--- config.mk ---
export PLATFORM = sky130hd
export DESIGN_NAME = gate_fault_seq
export DESIGN_NICKNAME = d
export VERILOG_FILES = /design/src/rtl/gfs_pkg.sv /design/src/rtl/gfs_uv_lock.sv /design/src/rtl/gfs_staged_seq.sv /design/src/rtl/gfs_desat_guard.sv /design/src/rtl/gate_fault_seq.sv
export SDC_FILE = /design/constraint.sdc
export NUM_CORES = 1
export LEC_CHECK = 0
export BUFFER_PORTS_ARGS = -buffer_cell sky130_fd_sc_hd__buf_2
export CAP_MARGIN = 5
export CORE_UTILIZATION = 62
export DETAILED_ROUTE_END_ITERATION = 7
export PLACE_DENSITY = 0.82
export SLEW_MARGIN = 20
export SYNTH_ARGS = -nofsm -noshare
export SYNTH_HDL_FRONTEND = slang
export SYNTH_SLANG_ARGS = --single-unit
--- constraint.sdc ---
create_clock -name clk -period 2.62 [get_ports clk]
set_input_delay 0.524 -clock clk [delete_from_list [all_inputs] [get_ports clk]]
set_output_delay 0.524 -clock clk [all_outputs]
set_load 0.05 [all_outputs]
--- src/rtl/gfs_pkg.sv ---
package gfs_pkg;
  typedef enum logic [1:0] {
    SQ_RUN    = 2'd0,
    SQ_REPORT = 2'd1,
    SQ_GRACE  = 2'd2,
    SQ_OFF    = 2'd3
  } seq_state_t;
endpackage

--- src/rtl/gfs_uv_lock.sv ---
module gfs_uv_lock (
  input  logic clk,
  input  logic rst,
  input  logic sup_on,
  input  logic sup_low,
  output logic lock_q
);
  // Hysteresis: the low flag sets the lock, only the on flag releases it.
  always_ff @(posedge clk) begin
    if (rst)                    lock_q <= 1'b1;
    else if (sup_on && !sup_low) lock_q <= 1'b0;
    else if (sup_low)           lock_q <= 1'b1;
  end
endmodule

--- src/rtl/gfs_staged_seq.sv ---
module gfs_staged_seq
  import gfs_pkg::*;
#(
  parameter int REPORT_CYC = 16,
  parameter int GRACE_CYC  = 3000
) (
  input  logic       clk,
  input  logic       rst,
  input  logic       cause,
  output seq_state_t state_q,
  output logic       off_nx,
  output logic       flt_nx
);
  localparam int MAXC = (REPORT_CYC > GRACE_CYC) ? REPORT_CYC : GRACE_CYC;
  localparam int CW   = $clog2(MAXC + 1);
  localparam logic [CW-1:0] REP_LAST = CW'(REPORT_CYC - 1);
  localparam logic [CW-1:0] GRC_LAST = CW'(GRACE_CYC - 1);

  seq_state_t    state_d;
  logic [CW-1:0] cnt_q, cnt_d;

  always_comb begin
    state_d = state_q;
    cnt_d   = cnt_q;
    unique case (state_q)
      SQ_RUN: begin
        if (cause) begin
          state_d = SQ_REPORT;
          cnt_d   = '0;
        end
      end
      SQ_REPORT: begin
        if (cnt_q == REP_LAST) begin
          state_d = SQ_GRACE;
          cnt_d   = '0;
        end else begin
          cnt_d = cnt_q + 1'b1;
        end
      end
      SQ_GRACE: begin
        if (cnt_q == GRC_LAST) begin
          state_d = SQ_OFF;
          cnt_d   = '0;
        end else begin
          cnt_d = cnt_q + 1'b1;
        end
      end
      SQ_OFF: begin
        if (!cause) state_d = SQ_RUN;
      end
      default: state_d = SQ_OFF;
    endcase
  end

  assign off_nx = (state_d == SQ_OFF);
  assign flt_nx = (state_d == SQ_GRACE) || (state_d == SQ_OFF);

  always_ff @(posedge clk) begin
    if (rst) begin
      state_q <= SQ_OFF;
      cnt_q   <= '0;
    end else begin
      state_q <= state_d;
      cnt_q   <= cnt_d;
    end
  end
endmodule

--- src/rtl/gfs_desat_guard.sv ---
module gfs_desat_guard #(
  parameter int DSAT_CYC = 55
) (
  input  logic clk,
  input  logic rst,
  input  logic desat,
  input  logic gate_on,
  input  logic cmd_n,
  output logic latch_q,
  output logic latch_nx
);
  localparam int CW = $clog2(DSAT_CYC + 1);
  localparam logic [CW-1:0] LAST = CW'(DSAT_CYC - 1);

  logic [CW-1:0] cnt_q, cnt_d;

  always_comb begin
    latch_nx = latch_q;
    cnt_d    = '0;
    if (latch_q) begin
      if (cmd_n && !desat) latch_nx = 1'b0;
    end else if (desat && gate_on) begin
      if (cnt_q == LAST) latch_nx = 1'b1;
      else               cnt_d    = cnt_q + 1'b1;
    end
  end

  always_ff @(posedge clk) begin
    if (rst) begin
      latch_q <= 1'b0;
      cnt_q   <= '0;
    end else begin
      latch_q <= latch_nx;
      cnt_q   <= cnt_d;
    end
  end
endmodule

--- src/rtl/gate_fault_seq.sv ---
module gate_fault_seq
  import gfs_pkg::*;
#(
  parameter int REPORT_CYC = 16,
  parameter int GRACE_CYC  = 3000,
  parameter int DSAT_CYC   = 55
) (
  input  logic clk,
  input  logic rst,
  input  logic cmd_n,
  input  logic enable,
  input  logic sup_on,
  input  logic sup_low,
  input  logic hot,
  input  logic desat,
  output logic gate_hi,
  output logic gate_lo,
  output logic fault_n
);
  seq_state_t seq_q;
  logic uv_lock, seq_off_nx, seq_flt_nx, dlatch, dlatch_nx;
  logic st_off, drive_nx, fault_nx;

  gfs_uv_lock u_uv (
    .clk(clk), .rst(rst), .sup_on(sup_on), .sup_low(sup_low), .lock_q(uv_lock)
  );

  gfs_staged_seq #(.REPORT_CYC(REPORT_CYC), .GRACE_CYC(GRACE_CYC)) u_seq (
    .clk(clk), .rst(rst), .cause(uv_lock | hot),
    .state_q(seq_q), .off_nx(seq_off_nx), .flt_nx(seq_flt_nx)
  );

  gfs_desat_guard #(.DSAT_CYC(DSAT_CYC)) u_dsat (
    .clk(clk), .rst(rst), .desat(desat), .gate_on(gate_hi), .cmd_n(cmd_n),
    .latch_q(dlatch), .latch_nx(dlatch_nx)
  );

  assign st_off   = (seq_q == SQ_OFF);
  // Priority: staged shutdown, then desat latch, then enable, then command.
  assign drive_nx = !seq_off_nx && !dlatch_nx && enable && !cmd_n;
  assign fault_nx = seq_flt_nx || dlatch_nx;

  always_ff @(posedge clk) begin
    if (rst) begin
      gate_hi <= 1'b0;
      gate_lo <= 1'b1;
      fault_n <= 1'b0;
    end else begin
      gate_hi <= drive_nx;
      gate_lo <= !drive_nx;
      fault_n <= !fault_nx;
    end
  end
endmodule

## After elaboration in Yosys (flattened, before gate mapping)

Index checks and enable logic that the tools add are counted.

| storage, ports and cells | value |
|---|---|
| register bits after elaboration | 25 |
| input bits | 8 |
| output and inout bits | 3 |
| logic and storage cells | 56 |

| operators by class | value |
|---|---|
| add/sub/neg operators | 2 |
| eq/ne operators | 9 |
| multiplexer cells | 15 |
| bitwise logic cells | 2 |
| reductions and logical operators | 20 |

Operator list:

| operator | count |
|---|---|
| $mux 12 | 3 |
| $pmux 12 s3 | 1 |
| $add 12x1->12 const B | 1 |
| $eq 12x12->1 const B | 1 |
| $eq 12x4->1 const B | 1 |
| $eq 2x2->1 const B | 4 |
| $mux 2 | 4 |
| $pmux 2 s4 | 1 |
| $logic_not 1->1 | 7 |
| $add 6x1->6 const B | 1 |
| $eq 6x6->1 const B | 1 |
| $logic_and 1x1->1 | 6 |
| $mux 1 | 6 |
| $reduce_or 4->1 | 1 |
| $reduce_bool 3->1 | 1 |
| $eq 2x1->1 const B | 1 |
| $logic_not 2->1 | 1 |
| $logic_or 1x1->1 | 2 |
| $ne 2x1->1 const B | 1 |
| $reduce_and 2->1 | 1 |
| $reduce_bool 2->1 | 1 |
| $not 1->1 | 1 |
| $or 1x1->1 | 1 |

## Depth between registers and ports, before layout

Gate-level depths: netlist of the first run.

| logic depth | value |
|---|---|
| word-level depth | 9 |
| depth in mapped cells | 8 |
| mapped depth without buffers | 7 |

## Cells and area by module

From an unflattened synthesis of the first run, not the netlist that was laid out.

| unflattened totals | value |
|---|---|
| cells, all modules | 151 |
| area, all modules | 1316.3 µm² |

Modules (own cells, without submodules):

| module | times used | cells each | area an instance (µm²) | seq. area each (µm²) |
|---|---|---|---|---|
| gfs_staged_seq | 1 | 107 | 883.3 | 280.3 |
| gfs_desat_guard | 1 | 32 | 306.5 | 140.1 |
| gate_fault_seq | 1 | 8 | 93.8 | 60.1 |
| gfs_uv_lock | 1 | 4 | 32.5 | 20.0 |

## Least setup slack after synthesis of the first run

No wires, ideal clock.

| timing | value |
|---|---|
| path kind | register to register |
| from | register u_seq.cnt_q[0] |
| to | register u_seq.cnt_q[6] |
| setup time | 0.074 ns |
| arrival | 1.677 ns |
| required time | 2.546 ns |
| slack | 0.868 ns |
| cell stages (with the launch flop) | 7 |
| path buffers | 0 |
| period minus slack after synthesis | 1.752 ns |
| cell sequence | dfxtp_1 -> ha_1 -> and3_2 -> a31o_2 -> a21oi_1 -> o21ai_0 -> a31oi_1 |

| between the ends | value |
|---|---|
| cells in the longest elaborated chain, start to end | 3 |

RTL lines:

| what | RTL line | RTL |
|---|---|---|
| start: declaration | gfs_staged_seq.sv:20 | `logic [CW-1:0] cnt_q, cnt_d;` |
| start signal: assignment | gfs_staged_seq.sv:64 | `cnt_q <= cnt_d;` |
| $add 12x1->12 (tied with other cells) | gfs_staged_seq.sv:37, gfs_staged_seq.sv:45 |  |
| $mux 12, on equally long branches | gfs_staged_seq.sv:41, gfs_staged_seq.sv:33 |  |
| $pmux 12 s3 (*) | gfs_staged_seq.sv:25 | `unique case (state_q)` |

Mark *: on every way between the ends. The rest lies on a longest branch, timed or not.
A chain may end at the register's enable or synchronous reset.

## Worst setup path after layout of the first run

| timing | value |
|---|---|
| from | register u_seq.cnt_q[0] |
| to | register u_seq.cnt_q[2] |

The elaborated chain is that of the path after synthesis.

==> results of run 1 <==
==> worst max path at each step <==
stage | endpoint | start
2_1_floorplan | u_seq.cnt_q[6] | u_seq.cnt_q[0]
3_3_place_gp | u_seq.cnt_q[4] | u_seq.cnt_q[0]
3_5_place_dp | u_seq.cnt_q[7] | u_seq.cnt_q[0]
4_1_cts | u_seq.cnt_q[2] | u_seq.cnt_q[0]
5_1_grt | u_seq.cnt_q[2] | u_seq.cnt_q[0]
6_report | u_seq.cnt_q[2] | u_seq.cnt_q[0]
==> cell type report <==
type	instances	area, um2
Tap cell	27	33.8
Clock buffer	4	26.3
Timing Repair Buffer	10	50.0
Sequential cell	25	500
Inverter	8	30.0
Multi-Input combinational cell	112	719
Fill cell	170	582
==> per-stage QoR <==
step	total power [mW]	std cells	hold slack, ns
finish	1.03	186	0.376
global route	1.11	186	0.362
CTS	1.04	186	0.363
detailed placement	0.869	182	0.461
global placement	0.858	182	0.445
floorplan	0.783	149	0.430
==> kinds of logic after synthesis <==
logic type,after synthesis,synth area share
AND/OR/NAND/NOR,60,0.243
AO/OA/AOI/OAI,35,0.178
flip-flops,25,0.393
buffers and inverters,12,0.0432
adder cells (fa/ha/maj),7,0.0687
XOR/XNOR,5,0.0344
multiplexers,5,0.0402
==> power groups by stage <==
| stage | sequential [mW] | clock, mW | combinational [mW] |
|---|---|---|---|
| after CTS | 0.438 | 0.175 | 0.425 |
| after floorplan | 0.489 | 0 | 0.294 |
| after global placement | 0.444 | 0 | 0.414 |
| after detailed placement | 0.446 | 0 | 0.423 |
| after global routing | 0.444 | 0.190 | 0.478 |
| final | 0.437 | 0.167 | 0.429 |
==> sequential cells by signal, indices dropped and copies added (netlist names) <==
signal,flops
u_dsat.cnt_q,6
fault_n,1
u_seq.state_q,2
u_dsat.latch_q,1
u_uv.lock_q,1
gate_lo,1
gate_hi,1
u_seq.cnt_q,12
==> cell usage after synthesis <==
master / n
a31o_2: 1
nand3_1: 9
mux2_2: 1
and4_1: 1
nor2b_1: 2
and3_2: 1
buf_6: 1
buf_2: 2
a311o_1: 1
nand4_1: 5
nor2_1: 15
inv_1: 8
or2_2: 1
xnor2_1: 3
clkbuf_1: 1
xor2_1: 2
nor4_1: 3
a211oi_2: 1
ha_1: 7
mux2i_1: 4
a22o_2: 1
a21oi_1: 15
nand2b_1: 5
or2_1: 1
or4b_2: 1
o21ai_0: 6
nor3_1: 5
or4b_4: 1
o31ai_4: 1
a31oi_1: 7
nand2_1: 10
dfxtp_1: 25
a21o_1: 2
==> layer usage <==
metal / vias up / global-route usage
met5: - / 0
met2: 21 / 0.384
met1: 488 / 0.294
met3: 2 / 0.0231
li1: 555 / -
met4: 0 / 0.0686
==> worst register-to-register path, cell delays in order (launching register included) <==
cell      delay (ns)
dfxtp_1         0.36
ha_1            0.26
and3_2          0.24
a31o_2          0.23
a211oi_2        0.64
a21oi_1         0.16
a31oi_1         0.17
==> impl_metrics.yaml, run 1 <==
clocking:
  ctsResizeCount: 0
  cts_buffers: 3
  cts-hold-fix-buffers: 0
  clockRootBuffer: "clkbuf_4"
  cts_htree_levels: 1
  cts_tree: "done"
  numClockSinks: 25
  clk_pin_slew_ns: 0.13
  cts_setup_buffers: 0
  cts_buffer_depth: 2
  insertion_delay_ns: 0.31
power_and_ir_drop:
  netSwitchingFraction: 0.396
  comb_power_share: 0.415
  p_int_mw: 0.625
  seqPwrFrac: 0.423
  power_frac_clock: 0.162
  p_per_area_nw_per_um2: 760
  irDropWorstVdd_mv: 0.578
  p_leak_nw: 0.509
  switchingPower_mw: 0.409
placed_design:
  gp_congestion: 0.863
  dp_slack_ns: 0.565
  port_buffers: 10
  dp_hpwl_um: 1800
  place_area_um2: 1330
global_route:
  antenna_found_initial: 0
  overflow: 0
  grt_usage: 0.224
  grt_pass1_wl_um: 3550
  grt_pass1_vias: 855
  grt_max_degree: 14
final_layout:
  final_cell_mix: "dfxtp_1 (25), nor2_1 (15), a21oi_1 (15)"
  mostFrequentLayoutCell: "dfxtp_1"
  drive_gt1_frac: 0.138
  diodes: 0
  fin_nets: 175
  syn_to_final_growth_pct: 6.67
  fin_area_um2: 1360
  final_util: 0.700
setup_path:
  cp.depth: 6
  crit_family: "compound AO/OA/AOI/OAI gates"
  worstSetupPathType: "reg -> reg"
  reg2reg_from: "u_seq.cnt_q[0]"
  cpPeakStageDelay_ns: 0.64
  reg2reg_slack_ns: 0.49
  path_buf_inv: 0
  r2r_cells: 6
  critPathRequiredTime_ns: 2.86
  crit_fanout: 11
  worstPathCellList: "ha_1 -> and3_2 -> a31o_2 -> a211oi_2 -> a21oi_1 -> a31oi_1"
  cp.arrival_ns: 2.37
  cp_slowest_cell: "a211oi_2"
  startpoint_type: "register"
  r2r_end: "u_seq.cnt_q[2]"
  endpoint_kind: "register"
sta:
  fin_worst_skew_ns: 0.00123
  fin_ws_ns: 0.493
  finalCritPeriodShare: 0.812
  slew_violations: 0
  setup_tns_ns: 0
  hold_violations: 0
  worst_slew_pin_slew_ns: 0.756
  grt_setup_unrepaired: "false"
  setup_violations: 0
  slew_headroom: 0.495
  min_period_ns: 2.13
  fmax_mhz: 470
logic_synthesis:
  synth_top_area_frac: 0.393
  ys_seq_area_frac: 0.393
  yosys_warnings: 0
  yosys.area.top_type: "dfxtp_1"
  synth_area_per_cell_um2: 8.56
  synth_area_um2: 1270
  synth.distinct_cells: 33
  ys_ff_latch: 25
  synthCells: 149
  synth_nets: 164
  ys_top_cells_by_area: "dfxtp_1 (39%), ha_1 (6.9%), a21oi_1 (5.9%)"
routing:
  dr.first_iter.drc_count: 18
  drt-vias-per-instance: 5.73
  first_pass_iters: 4
  detail-route-antenna-nets: 0
  drt-met1-wl_um: 1080
  postRouteWirelength_um: 2350
  routed.top_layer: "met4"
  wl_met3_um: 90
  dr_wl_met2_um: 1170
  vias: 1066
  drcViolationCount: 0
  wl_per_cell_um: 12.6
min_path:
  hold_class: "in -> reg"
  hp-start: "sup_on"
  worstHoldPathCells: 2
  hold-path-endpoint: "u_uv.lock_q"
outcome:
  run_status: "finished, final reports clean"
die:
  die_area_um2: 2240
  die_h_um: 47.3
  core_um2: 1940
  io_pins: 11
  std_cell_rows: 16
  initial_core_util: 0.657
  dieWidth_um: 47.3
flow_run:
  maxCapViolCount: 0
Note: power is estimated with default switching activity, not from simulation.
==> run 2, diff against run 1 <==
ABC_AREA = 1   (was unset)
CORE_UTILIZATION = 59   (was 62)
PLACE_DENSITY = 0.78   (was 0.82)
clock period = 2.1 ns   (was 2.62 ns; I/O delays follow)
==> run 2 against run 1 <==
Compared with the run above:
- worst setup slack got worse by 0.093 ns
- final cell count rose by 35%
- power rose by 30%
- synthesized cell count rose by 44%
- worst hold slack got worse by 0.10 ns
- clock-buffer cell count fell by 1
- largest cell class unchanged
==> impl_metrics.yaml, run 2 <==
sta:
  setup_tns_ns: 0
  hold_violations: 0
  slew_headroom: 0.781
  worst_slew_pin_slew_ns: 0.327
  setup_violations: 0
  min_period_ns: 1.70
  fin_worst_skew_ns: 0.00373
  fmax_mhz: 588
  holdWs_ns: 0.275
  grt_setup_unrepaired: "false"
  finalCritPeriodShare: 0.809
  slew_violations: 0
routing:
  drt-vias-per-instance: 5.17
  wl_per_cell_um: 10.9
  dr_wl_met2_um: 1250
  routed.top_layer: "met4"
  drcViolationCount: 0
  drt-met1-wl_um: 1350
  first_pass_iters: 4
  dr.first_iter.drc_count: 34
  detail-route-antenna-nets: 0
  wl_met3_um: 121
  postRouteWirelength_um: 2750
  vias: 1302
logic_synthesis:
  yosys.area.top_type: "dfxtp_1"
  synth_top_area_frac: 0.338
  synth.distinct_cells: 29
  ys_top_cells_by_area: "dfxtp_1 (34%), nand2_1 (14%), inv_1 (6.6%)"
  synth_edf_count: 0
  synth_area_per_cell_um2: 6.92
  synthCells: 214
  synth_top_flop_cell: "dfxtp_1"
  synthTopCellsByCount: "nand2_1 (55), inv_1 (26), dfxtp_1 (25), nor2_1 (23), a21oi_1 (18)"
  yosys_warnings: 0
  ys_seq_area_frac: 0.338
  synth_most_common_cell: "nand2_1"
  synth_nets: 229
  synth_area_um2: 1480
  ys_ff_latch: 25
  async_reset_ff_frac: 0
placed_design:
  gp_congestion: 0.884
  port_buffers: 10
  dp_hpwl_um: 2090
  place_area_um2: 1530
  dp_cells: 248
final_layout:
  nFillCells: 219
  diodes: 0
  drive_gt1_frac: 0.138
  largest_register_ffs: 12
  final_cell_mix: "nand2_1 (55), inv_1 (26), dfxtp_1 (25)"
  fin_area_um2: 1560
  syn_to_final_growth_pct: 5.57
  fin_nets: 240
  stdcell_count: 252
  reg_top3: "u_seq.cnt_q: 12 flops, u_dsat.cnt_q: 6 flops, u_seq.state_q: 2 flops"
  mostFrequentLayoutCell: "nand2_1"
  top_register: "u_seq.cnt_q"
clocking:
  cts-hold-fix-buffers: 0
  cts_tree: "done"
  ctsResizeCount: 0
  clk_pin_slew_ns: 0.14
  insertion_delay_ns: 0.31
  cts_setup_buffers: 0
  cts_buffer_depth: 2
  cts_buffers: 3
  numClockSinks: 25
  clockRootBuffer: "clkbuf_4"
  cts_htree_levels: 1
die:
  core_um2: 2300
  io_pins: 11
  std_cell_rows: 17
  die_area_um2: 2720
  dieWidth_um: 52.1
  initial_core_util: 0.645
  die_h_um: 52.1
setup_path:
  critPathRequiredTime_ns: 2.35
  crit_fanout: 13
  cp.arrival_ns: 1.95
  reg2reg_slack_ns: 0.40
  worstSetupPathType: "reg -> reg"
  endpoint_kind: "register"
  startpoint_type: "register"
global_route:
  grt_usage: 0.228
  grt_max_degree: 16
  overflow: 0
  grt_pass1_wl_um: 4690
  antenna_found_initial: 0
  grt_pass1_vias: 1140
power_and_ir_drop:
  p_leak_nw: 0.700
  p_per_area_nw_per_um2: 856
  irDropWorstVdd_mv: 0.670
flow_run:
  maxCapViolCount: 0
min_path:
  hold_class: "in -> reg"
outcome:
  run_status: "finished, final reports clean"
## run 2: critical path, stage by stage (launching register included)
cell and delay (ns):
dfxtp_1 0.42, inv_1 0.09, ha_1 0.22, nand2_2 0.10
nand2_2 0.20, nor2_8 0.25, nand2_1 0.08, a21oi_1 0.11
nand2_1 0.06, a21oi_1 0.12
## run 2: routing by layer
layer	GRT usage	up-vias
met4	0.0541	0
met2	0.378	35
met3	0.0263	4
met5	0	-
li1	-	700
met1	0.313	563
## run 2: cell families after synthesis
family	count (synthesis)	synth area share
buf+inv	32	0.0929
simple gates	120	0.402
fa+ha+maj	7	0.0591
flops	25	0.338
compound gates	29	0.102
xor+xnor	1	0.00591
## run 2: power by group
group | switching [mW] | internal, mW | leakage (nW)
Combinational | 0.419 | 0.164 | 0.484
Sequential | 0.0270 | 0.512 | 0.203
Clock | 0.144 | 0.0726 | 0.0139
## run 2: worst paths after layout
check	start	end	depth (start not counted)
max	u_seq.state_q[1]	u_seq.cnt_q[8]	9
min	sup_on	u_uv.lock_q	2
max reg2reg	u_seq.state_q[1]	u_seq.cnt_q[8]	9
min reg2reg	u_dsat.cnt_q[3]	u_dsat.cnt_q[3]	2
## run 2: area by class of cell
type,instances,area (um2),share of cell area
clock buffers,3,22.5,0.0144
clock inverters,1,7.51,0.00480
inverters,28,105,0.0672
multi-input cells,157,843,0.539
flip-flops and latches,25,500,0.320
well taps,28,35.0,0.0224
repair buffers,10,50.0,0.0320
## run 2: metrics by stage
stage / worst slack (ns) / util / power [mW]
2_1_floorplan: 0.713 / - / 1.06
3_3_place_gp: 0.495 / 0.668 / 1.12
3_5_place_dp: 0.427 / 0.668 / 1.13
4_1_cts: 0.393 / 0.681 / 1.35
5_1_grt: 0.187 / 0.681 / 1.44
6_report: 0.400 / 0.681 / 1.34
